### config.mk
export PLATFORM = sky130hd
export DESIGN_NAME = packed_byte_alu
export DESIGN_NICKNAME = d
export VERILOG_FILES = /design/src/rtl/psimd_pkg.sv /design/src/rtl/byte_lane_addsub.sv /design/src/rtl/byte_lane_mul.sv /design/src/rtl/byte_lane_div.sv /design/src/rtl/packed_byte_alu.sv
export SDC_FILE = /design/constraint.sdc
export NUM_CORES = 1
export LEC_CHECK = 0
export BUFFER_PORTS_ARGS = -buffer_cell sky130_fd_sc_hd__buf_2
export CAP_MARGIN = 20
export CORE_ASPECT_RATIO = 1.2
export CORE_MARGIN = 10
export CORE_UTILIZATION = 58
export DETAILED_ROUTE_END_ITERATION = 10
export PLACE_DENSITY = 0.74
export SYNTH_ARGS = -nofsm -noshare
export SYNTH_HDL_FRONTEND = slang
export SYNTH_SLANG_ARGS = --single-unit
### constraint.sdc
create_clock -name vclk -period 23.2
set_input_delay 3.48 -clock vclk [all_inputs]
set_output_delay 3.48 -clock vclk [all_outputs]
set_load 0.02 [all_outputs]
### src/rtl/psimd_pkg.sv
package psimd_pkg;

    localparam int SEL_W = 4;

    typedef enum logic [SEL_W-1:0] {
        OP_MUL = 4'b1000,
        OP_DIV = 4'b1001,
        OP_ADD = 4'b1010,
        OP_SUB = 4'b1011
    } lane_op_e;

endpackage

### src/rtl/byte_lane_addsub.sv
module byte_lane_addsub #(
    parameter int W = 8
) (
    input  logic [W-1:0] a,
    input  logic [W-1:0] b,
    input  logic         do_sub,
    output logic [W-1:0] sum,
    output logic         cout,
    output logic         sov
);

    logic [W-1:0] b_eff;

    always_comb begin
        b_eff       = do_sub ? ~b : b;
        {cout, sum} = {1'b0, a} + {1'b0, b_eff} + {{W{1'b0}}, do_sub};
        sov         = (a[W-1] == b_eff[W-1]) && (sum[W-1] != a[W-1]);
    end

    always_comb begin
        if (!do_sub && cout) begin
            AST_CARRY_WRAPS: assert (sum < a) else $error("carry without wrap");
        end
        if (!do_sub && sov) begin
            AST_ADD_SOV_SIGNS: assert (a[W-1] == b[W-1]) else $error("add sov sign");
        end
        if (do_sub && sov) begin
            AST_SUB_SOV_SIGNS: assert (a[W-1] != b[W-1]) else $error("sub sov sign");
        end
    end

endmodule

### src/rtl/byte_lane_mul.sv
module byte_lane_mul #(
    parameter int W = 8
) (
    input  logic [W-1:0] a,
    input  logic [W-1:0] b,
    output logic [W-1:0] p
);

    localparam int W2 = 2 * W;

    always_comb begin
        p = a * b;
    end

    always_comb begin
        if (b == W'(1)) begin
            AST_MUL_IDENTITY: assert (p == a) else $error("mul by one");
        end
        if (a == '0 || b == '0) begin
            AST_MUL_ZERO: assert (p == '0) else $error("mul by zero");
        end
        AST_MUL_LOW_BITS: assert (W2'(p) == (W2'(a) * W2'(b)) % (W2'(1) << W))
            else $error("mul low bits");
    end

endmodule

### src/rtl/byte_lane_div.sv
module byte_lane_div #(
    parameter int W = 8
) (
    input  logic [W-1:0] a,
    input  logic [W-1:0] b,
    output logic [W-1:0] q,
    output logic [W-1:0] r
);

    localparam int W2 = 2 * W;

    logic [W-1:0] rem [0:W];

    assign rem[0] = '0;

    for (genvar k = 0; k < W; k++) begin : g_stage
        logic [W:0]   shifted;
        logic [W-1:0] trial;
        logic         take;

        always_comb begin
            shifted       = {rem[k], a[W-1-k]};
            trial         = shifted[W-1:0] - b;
            take          = (shifted >= {1'b0, b});
            q[W-1-k]      = take;
        end

        assign rem[k+1] = take ? trial : shifted[W-1:0];
    end

    assign r = rem[W];

    always_comb begin
        if (b != '0) begin
            AST_DIV_IDENTITY: assert (W2'(q) * W2'(b) + W2'(r) == W2'(a))
                else $error("div identity");
            AST_DIV_REM_SMALL: assert (r < b) else $error("div remainder");
        end else begin
            AST_DIV_ZERO_ONES: assert (q == '1) else $error("div by zero");
        end
    end

endmodule

### src/rtl/packed_byte_alu.sv
module packed_byte_alu
    import psimd_pkg::*;
#(
    parameter int LANE_W = 8,
    parameter int LANES  = 2,
    localparam int WORD_W = LANE_W * LANES
) (
    input  logic [WORD_W-1:0] opa,
    input  logic [WORD_W-1:0] opb,
    input  logic [SEL_W-1:0]  sel,
    output logic [WORD_W-1:0] result,
    output logic              uovf,
    output logic              sovf
);

    logic [WORD_W-1:0] sum_w;
    logic [WORD_W-1:0] prod_w;
    logic [WORD_W-1:0] quot_w;
    logic [WORD_W-1:0] rem_w;
    logic [LANES-1:0]  carry_w;
    logic [LANES-1:0]  sov_w;
    logic              is_sub;

    assign is_sub = (sel == OP_SUB);

    for (genvar g = 0; g < LANES; g++) begin : g_lane
        byte_lane_addsub #(.W(LANE_W)) u_addsub (
            .a      (opa[g*LANE_W +: LANE_W]),
            .b      (opb[g*LANE_W +: LANE_W]),
            .do_sub (is_sub),
            .sum    (sum_w[g*LANE_W +: LANE_W]),
            .cout   (carry_w[g]),
            .sov    (sov_w[g])
        );

        byte_lane_mul #(.W(LANE_W)) u_mul (
            .a (opa[g*LANE_W +: LANE_W]),
            .b (opb[g*LANE_W +: LANE_W]),
            .p (prod_w[g*LANE_W +: LANE_W])
        );

        byte_lane_div #(.W(LANE_W)) u_div (
            .a (opa[g*LANE_W +: LANE_W]),
            .b (opb[g*LANE_W +: LANE_W]),
            .q (quot_w[g*LANE_W +: LANE_W]),
            .r (rem_w[g*LANE_W +: LANE_W])
        );

        always_comb begin
            AST_REM_BOUND: assert ((opb[g*LANE_W +: LANE_W] == '0) ||
                                   (rem_w[g*LANE_W +: LANE_W] < opb[g*LANE_W +: LANE_W]))
                else $error("lane remainder");
        end
    end

    always_comb begin
        result = '0;
        uovf   = 1'b0;
        sovf   = 1'b0;
        unique case (sel)
            OP_ADD: begin
                result = sum_w;
                uovf   = |carry_w;
                sovf   = |sov_w;
            end
            OP_SUB: begin
                result = sum_w;
                sovf   = |sov_w;
            end
            OP_MUL: result = prod_w;
            OP_DIV: result = quot_w;
            default: ;
        endcase
    end

    always_comb begin
        if (uovf) begin
            AST_UOVF_ADD_ONLY: assert (sel == OP_ADD) else $error("uovf off add");
        end
        if (sovf) begin
            AST_SOVF_ARITH_ONLY: assert (sel == OP_ADD || sel == OP_SUB)
                else $error("sovf off add/sub");
        end
        if (sel[SEL_W-1:SEL_W-2] != 2'b10) begin
            AST_IDLE_QUIET: assert (result == '0 && !uovf && !sovf)
                else $error("idle select active");
        end
    end

endmodule

==> results by group, run 1 <==
Outcome
  – Status: complete, no violations

Floorplan
  – Die H: roughly 150 um
  – Starting Density: 0.594
  – Num ports: 54
  – Core area: between 10,000 and 15,000 sq um
  – Die X: 131 um
  – Die area: 20,000 sq um
  – Site Rows: 48

Critical path
  – CP max FO: 13
  – Buf/Inv on CP: 13
  – Nature of the critical path endpoint: output port
  – Startpoint type of the worst setup path: input pin
  – Worst Path Required: around 20,000 ps
  – WS Path Type: in -> out
  – Worst path arrival time: 18,520 ps
  – Crit-path slowest cell: a221o_2
  – Levels on crit path: 82
  – Crit-path leading delay family: compound AO/OA/AOI/OAI gates
  – Critical path's most frequent cell: ha_1
  – Worst path max stage delay: approximately 400 ps

Hold path
  – Number of stages on the worst hold path: 4
  – Worst Hold Endpoint: result[10]
  – HP Class: in -> out
  – Hold_sp: sel[2]

Cells and area
  – Commonest non-fill, non-tap cell in the layout: ha_1
  – FILL cells: 1,378
  – Ant diodes: 0
  – Share of post-route cells with drive strength above 1: 0.134
  – Most frequent cells in the layout: ha_1, nor2_1, inv_1
  – Seq_cells: 0
  – Core Util, Final: 0.641
  – Synth-to-Final Area Change: 7.83%
  – Seq. cell area: 0 sq um
  – Fin cells: 1,365
  – Clock Buffer Count: 0
  – Layout Nets: around 1,400

Route
  – 1st-pass router iterations: 6
  – Vias: between 8,000 and 9,000
  – Final wirelength: approximately 25 mm
  – Antenna viol nets, final: 0
  – Iter 0 DRT Violations: roughly 490
  – Routed len/inst: about 18 um
  – Vias per cell: just over 6
  – DRC viols: 0

Logic synthesis
  – Post-Syn Instances: 1,138
  – Post-synth net total: roughly 1,400
  – Post-synthesis area per instance: 7.52 sq um
  – Mapped cell area: between 8000 and 9000 sq um
  – Yosys warns: 0
  – Seq/Total Area, Yosys: 0
  – Synth cell types: about 80

Power
  – Power per cell area: between 60 and 70 nW/um^2
  – Overall power: 565 uW
  – Pleak: about 4.5 nW
  – VDD IR-drop max: roughly 0.000065 V

Job
  – Max Cap Viol: 0

Timing
  – Fin crit share: 0.948
  – Fmax: 0.0454 GHz
  – Setup TNS: 0 ps
  – Fin. max-slew vios: 0
  – Tightest Pin Transition: 653 ps
  – Endpoints failing hold: 0
  – Post-layout minimum cycle time: 22,000 ps
  – Relative max-transition margin: 0.561
  – Setup ws final: 1200 ps
  – Endpoints failing setup: 0

Placed design
  – Port bufs: 54
  – Placer Congestion: about 0.9
  – Detail Placement HPWL: between 20 and 25 mm
  – Post-Place Setup Slack: -323 ps
  – Cells after DPL: between 1,000 and 1,500

Global routing
  – Largest net degree at the start of global routing: 31
  – Total GRT Usage: 0.235
  – Antenna violations before repair: 0
  – Vias in the first global route: roughly 8,400
  – Grt ovf: 0
  – First-pass GRT wire length: between 30 and 40 mm

Clock tree
  – Hold-fix buffers, CTS: 0
[Yosys cell counts (4+ instances only)]
cell type    n  area share
a211oi_1    13       0.011
a21boi_0     8      0.0070
a21o_1      13       0.011
a21oi_1     82       0.048
a31oi_1      4      0.0029
buf_1        4      0.0018
buf_2        5      0.0029
buf_6        4      0.0053
clkbuf_1    10      0.0044
fa_1        38       0.089
ha_1       177        0.26
inv_1      118       0.052
mux2_2      26       0.034
mux2_4       5      0.0088
mux2i_1     14       0.016
nand2_1     72       0.032
nand2b_1    20       0.015
nand3_1     13      0.0076
nand4_1     15       0.011
nor2_1     135       0.059
nor2b_1     29       0.021
nor3_1      22       0.013
nor3_2       5      0.0058
o21a_1      17       0.015
o21ai_0     71       0.041
o21bai_1    17       0.015
o311ai_0     4      0.0041
o31a_1       5      0.0051
o31ai_1      5      0.0044
or2_2        5      0.0037
or3_1        4      0.0029
xnor2_1     80       0.082
xor2_1      34       0.035
[worst min-delay path: stages]
cell,delay [ps]
buf_2,90
nor2b_1,120
o311a_1,140
buf_2,150
[power breakdown]
part | internal [mW] | switching [mW] | leakage [nW]
logic | 0.256 | 0.309 | 4.53
clock network | 0 | 0 | 0
registers | 0 | 0 | 0
[layout make-up]
class / instances / area [sq um] / share of cell area
Inverter: 119 / 447 / 0.0484
Tap cell: 175 / 219 / 0.0237
Timing Repair Buffer: 76 / 438 / 0.0474
Multi-Input combinational cell: 995 / 8130 / 0.880
[stage by stage]
| stage | cell area, sq um | hold WS [ps] |
|---|---|---|
| finish | 9230 | 7470 |
| global route | 9230 | 7510 |
| CTS | 9040 | 7470 |
| detailed placement | 9040 | 7470 |
| global placement | 9040 | 7470 |
| floorplan | 8560 | 7140 |
[worst max-delay path by stage]
stage / end / slack (ps) / start
2_1_floorplan: result[0] / 1240 / opb[1]
3_3_place_gp: result[8] / -40 / opa[15]
3_5_place_dp: result[8] / -320 / opa[15]
4_1_cts: result[8] / 70 / opa[15]
5_1_grt: result[8] / -120 / opa[15]
6_report: result[8] / 1200 / opa[15]
[routing by layer]
layer | global-route usage | part of all wire
met1 | 0.258 | 0.40
met2 | 0.456 | 0.53
met3 | 0.0100 | 0.033
met4 | 0.0828 | 0.038
met5 | 0 | 0
[repair_timing]
action	in CTS	in global routing
setup buffers	0	5
cloned	0	2
resized for setup	3	34
pin swaps	0	6
endpoints found under the setup margin	1	2
[logic make-up (layout without fill, tap and decap cells)]
logic type,Yosys count,after routing,share of synthesized area
AO/OA/AOI/OAI,281,283,0.218
XOR/XNOR,114,114,0.117
adder cells (fa/ha/maj),215,215,0.347
buffers and inverters,145,195,0.0688
multiplexers,46,46,0.0606
AND/OR/NAND/NOR,337,337,0.188
Note: power is estimated with default switching activity, not from simulation.
==> run 2, diff against run 1 <==
- PLACE_DENSITY: 0.74 -> 0.73
- SYNTH_HIERARCHICAL: unset -> 1
==> run 2 against run 1 <==
Critical path depth unchanged. Routed wire length up 8.0%. Largest cell class unchanged. Die area up 9.6%. Combinational power up 13%.
==> results by group, run 2 <==
Cells and area
  – Seq. cell area: 0 sq um (unchanged)
  – Share of post-route cells with drive strength above 1: 0.171 (+0.0361)
  – Most frequent cells in the layout: ha_1, inv_1, nor2_1
  – Fin area: 10,300 sq um (+11%)
  – Clock Buffer Count: 0 (unchanged)
  – Seq_cells: 0 (unchanged)
  – Layout Nets: 1,520 (+5.3%)
  – Synth-to-Final Area Change: 7.95%
  – Ant diodes: 0 (unchanged)
  – Commonest non-fill, non-tap cell in the layout: ha_1

Floorplan
  – Die H: 160 um (+4.7%)
  – Core area: 16,100 sq um (+12%)
  – Starting Density: 0.590 (-0.00439)
  – Num ports: 54 (unchanged)
  – Die X: 137 um (+4.6%)
  – Site Rows: 51 (+6.3%)
  – Die area: 22,000 sq um (+9.6%)

Global routing
  – Antenna violations before repair: 0 (unchanged)
  – Grt ovf: 0 (unchanged)
  – Largest net degree at the start of global routing: 20 (-35%)
  – Total GRT Usage: 0.235 (about the same)
  – First-pass GRT wire length: 44.1 mm (+12%)
  – Met3 Use GR: 0.00936 (-0.000671)
  – Vias in the first global route: 9,177 (+9.1%)
  – M2 GR Usage: 0.446 (-0.0102)
  – Met1 Use GR: 0.270 (+0.0116)
  – Busiest grt layer: met2

Power
  – Overall power: 638 uW (+13%)
  – VDD IR-drop max: 0.0000407 V (-37%)
  – Power per cell area: 62.1 nW/um^2 (+1.6%)
  – Pleak: 5.13 nW (+13%)

Timing
  – Fmax: 0.0452 GHz (-0.57%)
  – Tightest Pin Transition: 836 ps (+183 ps)
  – Fin. max-slew vios: 0 (unchanged)
  – Relative max-transition margin: 0.440 (-0.122)
  – Endpoints failing hold: 0 (unchanged)
  – Endpoints failing setup: 0 (unchanged)
  – RSZ-0062 raised after global routing: false
  – Hold WS: 7620 ps (+153 ps)
  – Setup ws final: 1070 ps (-125 ps)
  – Post-layout minimum cycle time: 22,130 ps (+125 ps)
  – Fin crit share: 0.954 (+0.00539)
  – Setup TNS: 0 ps (unchanged)

Placed design
  – Port bufs: 54 (unchanged)
  – Placer Congestion: 0.906 (-0.71%)
  – Post-Place Setup Slack: -1030 ps (-710 ps)
  – Placed instance area: 10,100 sq um (+11%)
  – Detail Placement HPWL: 21.7 mm (+7.8%)

Critical path
  – Worst path max stage delay: 390 ps (about the same)
  – WS Path Type: in -> out
  – Crit-path slowest cell: mux2_2
  – CP max FO: 12 (-1)
  – Nature of the critical path endpoint: output port
  – Critical path's most frequent cell: ha_1
  – Startpoint type of the worst setup path: input pin
  – Worst path arrival time: 18,650 ps (+130 ps)
  – Worst Path Required: 19,720 ps (about the same)

Logic synthesis
  – Mapped cell area: 9520 sq um (+11%)
  – Yosys warns: 6 (+6)
  – Post-Syn Instances: 1,223 (+7.5%)
  – Post-synth net total: 1,457 (+4.9%)
  – Post-synthesis area per instance: 7.78 sq um (+3.5%)

Hold path
  – HP Class: in -> out
  – Number of stages on the worst hold path: 5 (+1)

Route
  – DRC viols: 0 (unchanged)
  – 1st-pass router iterations: 5 (-1)
  – Routed len/inst: 17.8 um (-1.5%)
  – Antenna viol nets, final: 0 (unchanged)
  – Vias per cell: 6.11 (-0.31%)
  – Iter 0 DRT Violations: 365 (-25%)
  – Final wirelength: 26.6 mm (+8.0%)
  – Vias: 9,148 (+9.3%)

Outcome
  – Status: complete, no violations

Job
  – Max Cap Viol: 0 (unchanged)
[run 2: changes by cell type in the layout (fill, tap and decap cells not counted), moves of 9 or more]
cell / change
a21o_1: +9
a21oi_1: -25
and2_1: +37
buf_4: +20
ha_1: -18
inv_1: +13
mux2i_1: +29
nor2_1: -55
nor2b_1: +15
o21a_1: +9
o21ai_0: -11
xnor2_1: -30
xor2_1: +14
[run 2: critical path, delay by kind of cell]
family	cells	cell delay, ps
simple gates	10	1540
fa+ha+maj	9	2460
mux	6	1420
buf+inv	13	1660
xor+xnor	1	210
compound gates	43	7880
[run 2: metrics by stage]
| stage | util | cells |
|---|---|---|
| floorplan | - | 1223 |
| detailed placement | 0.623 | 1491 |
| global route | 0.637 | 1496 |
| CTS | 0.626 | 1492 |
| finish | 0.637 | 1496 |
| global placement | 0.623 | 1491 |
[run 2: path summary, 6_finish.rpt]
| kind | from | slack [ps] | end |
|---|---|---|---|
| worst max-delay path | opa[15] | 1070 | result[8] |
| worst min-delay path | sel[3] | 7620 | result[7] |
[run 2: power breakdown]
group          internal (mW)  total, mW  leakage [nW]  switching, mW
clock                      0          0             0              0
sequential                 0          0             0              0
combinational          0.300      0.638          5.13          0.338
total                  0.300      0.638          5.13          0.338
[run 2: area by class of cell]
| cell class | count | area (sq um) |
|---|---|---|
| Tap cell | 212 | 265 |
| Fill cell | 1488 | 5870 |
| Multi-Input combinational cell | 1051 | 8910 |
| Inverter | 137 | 518 |
| Timing Repair Buffer | 96 | 586 |
[run 2: metal layers]
| layer | routed length (um) | vias up |
|---|---|---|
| met5 | 0 | - |
| met1 | 10600 | 4357 |
| met3 | 1070 | 73 |
| met4 | 1010 | 0 |
| li1 | - | 4480 |
| met2 | 13900 | 238 |
[run 2: what timing repair did]
action                     4_1_cts  5_1_grt
buffers inserted                 1        3
pin swaps                        1        7
gates resized for setup          9       40
setup endpoints to repair        1        2
hold buffers                     0        0
gates cloned                     0        1
hold endpoints to repair         0        0
==> run 3, diff against run 2 <==
- CORE_ASPECT_RATIO: 1.2 -> 0.9
==> run 3 against run 2 <==
Die area is essentially flat. Total power grew 1.9%. Fmax shrank 0.34%. Worst setup slack lost 77 ps. First-iteration DRC count grew 51%. Routed wire length is essentially flat. Final cell count shrank 0.20%. Combinational power grew 2%. Utilization is essentially flat. Non-clock buffer count grew 3.
==> results by group, run 3 (synthesis gave the netlist of run 2 again) <==
Global routing
  – Antenna violations before repair: 0 (unchanged)
  – Largest net degree at the start of global routing: 20 (unchanged)
  – Total GRT Usage: 0.225 (-0.0101)
  – Vias in the first global route: 8,686 (-5.4%)
  – First-pass GRT wire length: 42.7 mm (-3.1%)
  – Grt ovf: 0 (unchanged)

Critical path
  – CP max FO: 10 (-2)
  – Critical path's most frequent cell: ha_1
  – Nature of the critical path endpoint: output port
  – Crit-path slowest cell: a21boi_2
  – Worst Path Required: 19,720 ps (about the same)
  – Startpoint type of the worst setup path: input pin
  – Worst path max stage delay: 400 ps (about the same)
  – WS Path Type: in -> out
  – Worst path arrival time: 18,720 ps (+70 ps)

Cells and area
  – Share of post-route cells with drive strength above 1: 0.173 (+0.00285)
  – Fin area: 10,300 sq um (about the same)
  – Seq_cells: 0 (unchanged)
  – FILL cells: 1,429 (-4.0%)
  – Ant diodes: 0 (unchanged)
  – Seq. cell area: 0 sq um (unchanged)
  – Synth-to-Final Area Change: 7.89% (about the same)
  – Layout Nets: 1,522 (+0.13%)
  – Commonest non-fill, non-tap cell in the layout: ha_1
  – Clock Buffer Count: 0 (unchanged)
  – Core Util, Final: 0.637 (about the same)
  – Most frequent cells in the layout: ha_1, inv_1, nor2_1

Power
  – Power per cell area: 63.3 nW/um^2 (+1.9%)
  – VDD IR-drop max: 0.0000414 V (+2.0%)
  – Pleak: 5.11 nW (-0.31%)
  – Overall power: 650 uW (+1.9%)

Timing
  – Endpoints failing hold: 0 (unchanged)
  – Tightest Pin Transition: 974 ps (+139 ps)
  – Relative max-transition margin: 0.350 (-0.0893)
  – Hold WS: 7590 ps (-29.2 ps)
  – Post-layout minimum cycle time: 22,200 ps (+76.6 ps)
  – Fmax: 0.0450 GHz (-0.34%)
  – Fin crit share: 0.957 (+0.00330)
  – Fin. max-slew vios: 0 (unchanged)
  – Endpoints failing setup: 0 (unchanged)
  – Setup TNS: 0 ps (unchanged)

Route
  – Vias per cell: 6.10 (-0.30%)
  – Routed length on met2: 11.5 mm (-17%)
  – Final wirelength: 26.6 mm (about the same)
  – Metal3 WL: 2.08 mm (+94%)
  – Vias: 9,102 (-0.50%)
  – DRC viols: 0 (unchanged)
  – Antenna viol nets, final: 0 (unchanged)
  – 1st-pass router iterations: 5 (unchanged)
  – Top layer in use: met4
  – M1 wire length: 12.9 mm (+21%)
  – Iter 0 DRT Violations: 550 (+51%)
  – Routed len/inst: 17.8 um (+0.26%)

Hold path
  – HP Class: in -> out
  – Number of stages on the worst hold path: 4 (-1)

Floorplan
  – Core area: 16,100 sq um (about the same)
  – Die H: 142 um (-12%)
  – Die X: 155 um (+13%)
  – Site Rows: 44 (-14%)
  – Die area: 21,900 sq um (about the same)
  – Starting Density: 0.590 (about the same)
  – Num ports: 54 (unchanged)

Placed design
  – Port bufs: 54 (unchanged)
  – Placer Congestion: 0.926 (+2.2%)
  – Placed instance area: 9980 sq um (-0.81%)
  – Detail Placement HPWL: 21.2 mm (-2.2%)

Outcome
  – Status: complete, no violations

Job
  – Max Cap Viol: 0 (unchanged)
## run 3: changes by cell type in the layout (fill, tap and decap cells not counted), moves of 2 or more
cell      previous run  this run
o21ai_2              7         5
o21ai_1              9        13
o21ai_0             53        51
buf_4               42        45
a21oi_1             48        46
a21oi_2              6         8
o211ai_2             2         0
## run 3: path summary, 6_finish.rpt
path	from	end
hold / removal	sel[1]	result[8]
setup / recovery	opa[7]	result[0]
## run 3: cell type report
class	count	area, sq um	area share
timing repair buffer	99	608	0.0592
multi-input combinational	1050	8880	0.865
inverter	137	522	0.0508
tap	207	259	0.0252
## run 3: power breakdown
part           switching (mW)  internal (mW)
clock                       0              0
sequential                  0              0
combinational           0.341          0.309
## run 3: through the flow
stage / worst slack, ps / instances
after floorplan: 532 / 1223
after global placement: -657 / 1476
after detailed placement: -697 / 1476
after CTS: 58.3 / 1479
after global routing: -92.1 / 1493
final: 996 / 1493
## run 3: critical path: cells and delay by family
family	cells	cell delay, ps
compound gates	40	7570
fa+ha+maj	8	2400
simple gates	15	2310
mux	6	1580
buf+inv	10	1390
## run 3: per-layer routing
| metal | GRT usage | up-vias |
|---|---|---|
| met1 | 0.330 | 4284 |
| met3 | 0.0290 | 20 |
| met4 | 0.0154 | 0 |
| met5 | 0 | - |
| met2 | 0.356 | 322 |
| li1 | - | 4476 |
## run 3: what timing repair did
action,CTS,global route
setup endpoints to repair,1,2
pin swaps,1,4
hold buffers,0,0
gates resized for setup,6,44
buffers inserted,3,14
